<file path="src/rtl/andnot_latch_pkg.sv">
package andnot_latch_pkg;

  // Strobes from the enable-fed inverter stage to the cross-coupled pair.
  typedef struct packed {
    logic invSet;
    logic invRst;
  } cellStrobe_t;

endpackage

</file>
<file path="src/rtl/andnot_gate.sv">
module andnot_gate #(
  parameter logic RESET_VAL = 1'b0
) (
  input  logic clk,
  input  logic rstN,
  input  logic excit,
  input  logic inhib,
  output logic q
);

  // One registered AND-NOT primitive: one tick of delay.
  always_ff @(posedge clk or negedge rstN) begin
    if (!rstN) q <= RESET_VAL;
    else       q <= excit & ~inhib;
  end

endmodule

</file>
<file path="src/rtl/latch_ctrl.sv">
module latch_ctrl #(
  parameter int NUM_CELLS = 4
) (
  input  logic                                        clk,
  input  logic                                        rstN,
  input  logic [NUM_CELLS-1:0]                        enIn,
  input  logic [NUM_CELLS-1:0]                        setIn,
  input  logic [NUM_CELLS-1:0]                        clrIn,
  output andnot_latch_pkg::cellStrobe_t [NUM_CELLS-1:0] strobe
);

  // Enable-fed inverters: excitatory input is the enable, inhibitory the pulse.
  for (genvar i = 0; i < NUM_CELLS; i++) begin : g_inv
    andnot_gate #(.RESET_VAL(1'b1)) setInv_i (
      .clk(clk), .rstN(rstN), .excit(enIn[i]), .inhib(setIn[i]),
      .q(strobe[i].invSet)
    );
    andnot_gate #(.RESET_VAL(1'b1)) rstInv_i (
      .clk(clk), .rstN(rstN), .excit(enIn[i]), .inhib(clrIn[i]),
      .q(strobe[i].invRst)
    );
  end

endmodule

</file>
<file path="src/rtl/latch_core.sv">
module latch_core #(
  parameter int NUM_CELLS = 4
) (
  input  logic                                        clk,
  input  logic                                        rstN,
  input  andnot_latch_pkg::cellStrobe_t [NUM_CELLS-1:0] strobe,
  output logic [NUM_CELLS-1:0]                        bitQ,
  output logic [NUM_CELLS-1:0]                        compQ
);

  for (genvar i = 0; i < NUM_CELLS; i++) begin : g_cell
    // Complement = inverted set AND NOT bit.
    andnot_gate #(.RESET_VAL(1'b1)) compGate_i (
      .clk(clk), .rstN(rstN), .excit(strobe[i].invSet), .inhib(bitQ[i]),
      .q(compQ[i])
    );
    // Bit = inverted clear AND NOT complement.
    andnot_gate #(.RESET_VAL(1'b0)) bitGate_i (
      .clk(clk), .rstN(rstN), .excit(strobe[i].invRst), .inhib(compQ[i]),
      .q(bitQ[i])
    );

    AST_HOLD_STABLE: assert property (@(posedge clk) disable iff (!rstN)
      (strobe[i].invSet && strobe[i].invRst && (bitQ[i] != compQ[i]))
      |=> ($stable(bitQ[i]) && $stable(compQ[i])));
    AST_SET_FALL_FIRST: assert property (@(posedge clk) disable iff (!rstN)
      $fell(compQ[i]) |-> !bitQ[i]);
    AST_CLR_FALL_FIRST: assert property (@(posedge clk) disable iff (!rstN)
      $fell(bitQ[i]) |-> !compQ[i]);
    AST_BOTH_HIGH_COLLAPSES: assert property (@(posedge clk) disable iff (!rstN)
      (bitQ[i] && compQ[i]) |=> (!bitQ[i] && !compQ[i]));
  end

endmodule

</file>
<file path="src/rtl/andnot_latch_bank.sv">
module andnot_latch_bank #(
  parameter int NUM_STORE = 3
) (
  input  logic                 clk,
  input  logic                 rstN,
  input  logic [NUM_STORE-1:0] setIn,
  input  logic [NUM_STORE-1:0] clrIn,
  input  logic                 swSet,
  input  logic                 swClr,
  output logic [NUM_STORE-1:0] bitOut,
  output logic [NUM_STORE-1:0] bitNOut,
  output logic                 swBit,
  output logic                 swBitN
);

  localparam int NUM_CELLS = NUM_STORE + 1;
  localparam int SW_IDX    = NUM_STORE;

  logic [NUM_CELLS-1:0] enVec, setVec, clrVec, bitQ, compQ;
  andnot_latch_pkg::cellStrobe_t [NUM_CELLS-1:0] strobe;

  // Switch cell runs from a constant-high enable; storage from the switch bit.
  assign enVec  = {1'b1, {NUM_STORE{bitQ[SW_IDX]}}};
  assign setVec = {swSet, setIn};
  assign clrVec = {swClr, clrIn};

  latch_ctrl #(.NUM_CELLS(NUM_CELLS)) ctrl_i (
    .clk(clk), .rstN(rstN), .enIn(enVec), .setIn(setVec), .clrIn(clrVec),
    .strobe(strobe)
  );

  latch_core #(.NUM_CELLS(NUM_CELLS)) core_i (
    .clk(clk), .rstN(rstN), .strobe(strobe), .bitQ(bitQ), .compQ(compQ)
  );

  assign bitOut  = bitQ[NUM_STORE-1:0];
  assign bitNOut = compQ[NUM_STORE-1:0];
  assign swBit   = bitQ[SW_IDX];
  assign swBitN  = compQ[SW_IDX];

  // Consecutive edges at which the switch bit was seen low (saturating).
  logic [1:0] offTicks;
  always_ff @(posedge clk or negedge rstN) begin
    if (!rstN)                 offTicks <= 2'd0;
    else if (bitQ[SW_IDX])     offTicks <= 2'd0;
    else if (offTicks != 2'd3) offTicks <= offTicks + 2'd1;
  end

  AST_OFF_CLEARS_STORAGE: assert property (@(posedge clk) disable iff (!rstN)
    (offTicks >= 2'd2) |-> (bitOut == '0 && bitNOut == '0));

endmodule

</file>
<file path="config.mk">
export PLATFORM = sky130hd
export DESIGN_NAME = andnot_latch_bank
export DESIGN_NICKNAME = d
export VERILOG_FILES = /design/src/rtl/andnot_latch_pkg.sv /design/src/rtl/andnot_gate.sv /design/src/rtl/latch_ctrl.sv /design/src/rtl/latch_core.sv /design/src/rtl/andnot_latch_bank.sv
export SDC_FILE = /design/constraint.sdc
export NUM_CORES = 1
export LEC_CHECK = 0
export BUFFER_PORTS_ARGS = -buffer_cell sky130_fd_sc_hd__buf_2
export CORE_UTILIZATION = 41
export CTS_CLUSTER_DIAMETER = 120
export CTS_CLUSTER_SIZE = 8
export DETAILED_ROUTE_END_ITERATION = 10
export PLACE_DENSITY = 0.67
export SYNTH_ARGS = -nofsm -noshare
export SYNTH_HDL_FRONTEND = slang
export SYNTH_SLANG_ARGS = --single-unit
</file>
<file path="constraint.sdc">
create_clock -name clk -period 0.8 [get_ports clk]
set_input_delay 0.2 -clock clk [delete_from_list [all_inputs] [get_ports clk]]
set_output_delay 0.2 -clock clk [all_outputs]
set_load 0.01 [all_outputs]
</file>
==> flow_summary.json <==
{
  "outcome": "finished, violations left",
  "violations": "setup timing",
  "synthCells": 38,
  "gr-total-overflow": 0,
  "finalCritPeriodShare_pct": 142,
  "worst_pin_slew_ps": 349,
  "synth_ff_type": "dfstp_2",
  "synth_sequential_area_ratio_pct": 74.8,
  "yosysTopAreaCell": "dfstp_2",
  "root_buffer": "clkbuf_4",
  "max-slew-margin-rel_pct": 76.7,
  "tritoncts": "yes",
  "ys_async_sr_fraction_pct": 100,
  "dp.cells": 65,
  "drtIter0Drc": 4,
  "ios": 18,
  "drv_cap": 0,
  "grt_max_degree": 17,
  "vdd_ir_drop_max_mv": 1.36,
  "row_count": 12,
  "grt_pass1_wl_mm": 1.21,
  "min_path_cells": 2,
  "hold_violations": 0,
  "cp.depth": 1,
  "ys_types": 5,
  "crit_chain": "buf_6",
  "critPathLaunchType": "flip-flop",
  "yosysWarnings": 0,
  "synth_top_area_share_pct": 56.8,
  "finalInstanceArea_um2": 741,
  "instances_no_fill": 73,
  "routed_wl_um": 758,
  "via_per_inst": 4.33,
  "placedInstanceArea_um2": 628,
  "area_growth_pct": 33.3,
  "leakage_nw": 0.363,
  "crit_type": "reg -> out",
  "clk-insertion-delay-late_ps": 280,
  "htree_levels": 1,
  "hold_class": "in -> reg",
  "cp_max_fo": 2,
  "syn_nets": 48,
  "cp_num_buf_inv": 1,
  "critical_path.top_delay_family": "flip-flops",
  "final.setup.worst_slack_ps": -338,
  "synth_edf_count": 0,
  "layout-drive-gt1-share_pct": 66.1,
  "fp.dieW_um": 38.8,
  "cp-end-kind": "output port",
  "finish.utilization_pct": 62.4,
  "slew_viol_final": 0,
  "setup_viol": 12,
  "clockBufferDepth": 2,
  "nets": 70,
  "worstPathArrival_ps": 940,
  "num_vias": 316,
  "cp_slowest_cell": "dfstp_2",
  "power_mw": 1.57,
  "period_needed_ps": 1140,
  "avgSynthCellArea_um2": 14.6,
  "rsz0062_at_grt": "yes",
  "pre_cts_slack_ps": -39.9,
  "pwr_density_cell_nw_per_um2": 2130,
  "synthTopCellsByCount": "nor2b_1 (14), dfstp_2 (12), buf_4 (6), dfrtp_1 (4), inv_1 (2)",
  "syn-cell-area_um2": 556,
  "core_um2": 1190,
  "hold_ws_ps": 8.82,
  "cts-buffers-inserted": 3,
  "grt_antenna_before_repair": 0,
  "crit_path_max_incr_delay_ps": 560,
  "dieArea_um2": 1510,
  "reg2reg_depth": 3,
  "synth-seq-cells": 16,
  "routabilityCongestion": 0.725,
  "grt_use_total_pct": 13.1,
  "wl_per_cell_um": 10.4,
  "portBuffers": 17,
  "worst_ep_required_time_ps": 600,
  "ys_top_cells_by_area": "dfstp_2 (57%), dfrtp_1 (18%), nor2b_1 (16%)",
  "cts.sinks": 16,
  "tns_ps": -2210,
  "drc": 0,
  "detail-route-antenna-nets": 0,
  "drtPass1Iterations": 4,
  "clk_pin_slew_ps": 90,
  "fin_skew_ps": 1.38,
  "fmax_mhz": 879,
  "grt_pass1_vias": 306,
  "synth_most_common_cell": "nor2b_1",
  "start_util_pct": 46.8,
  "die_h_um": 38.8,
  "antennaDiodeCount": 0
}
==> layout by cell type (no fill, tap or decap), drive strengths merged <==
cell type and count:
inv 2, clkbuf 4, dlygate4sd3 1, dfstp 12, buf 22, nor2b 14
dfrtp 4
==> logic make-up after synthesis <==
family | after synthesis | synth area share, %
AND/OR/NAND/NOR | 14 | 15.8
flip-flops | 16 | 74.8
buffers and inverters | 8 | 9.46
==> power by group <==
group,switching [mW],internal [mW],total (mW)
Sequential,0.0178,0.876,0.894
Combinational,0.0622,0.0937,0.156
Clock,0.247,0.277,0.525
Total,0.327,1.25,1.57
==> routing by layer <==
layer | vias up | GRT usage [%] | part of all wire (%)
met2 | 15 | 18.8 | 45
met4 | 0 | 10.3 | 2.9
met5 | - | 0 | 0
li1 | 148 | - | -
met3 | 4 | 5.20 | 6.2
met1 | 149 | 15.3 | 46
==> final timing paths <==
kind	from	to	slack, ps
max in group asynchronous	rstN	ctrl_i.g_inv[1].rstInv_i.q$_DFF_PN1_	150
min in group asynchronous	rstN	core_i.g_cell[0].bitGate_i.q$_DFF_PN0_	350
min	swSet	ctrl_i.g_inv[3].setInv_i.q$_DFF_PN1_	9
max	core_i.g_cell[3].compGate_i.q$_DFF_PN1_	swBitN	-340
max reg2reg	core_i.g_cell[3].bitGate_i.q$_DFF_PN0_	ctrl_i.g_inv[0].rstInv_i.q$_DFF_PN1_	-20
min reg2reg	core_i.g_cell[2].bitGate_i.q$_DFF_PN0_	core_i.g_cell[2].compGate_i.q$_DFF_PN1_	390
==> registers in the layout, indices dropped and copies added, names as in the netlist <==
| signal | count |
|---|---|
| core_i.g_cell.bitGate_i.q | 4 |
| core_i.g_cell.compGate_i.q | 4 |
| ctrl_i.g_inv.setInv_i.q | 4 |
| ctrl_i.g_inv.rstInv_i.q | 4 |
==> layout make-up <==
cell class	count	area, µm²
flip-flops and latches	16	415
clock buffers	4	36.3
inverters	2	7.51
well taps	14	17.5
repair buffers	23	169
fillers	99	445
multi-input cells	14	95.1
==> timing repair <==
action / CTS / global route
setup buffers: 1 / 3
setup endpoints to repair: 8 / 12
hold endpoints to repair: 4 / 0
resized for setup: 7 / 2
hold buffers: 1 / 0
(Power assumes the default switching activity.)
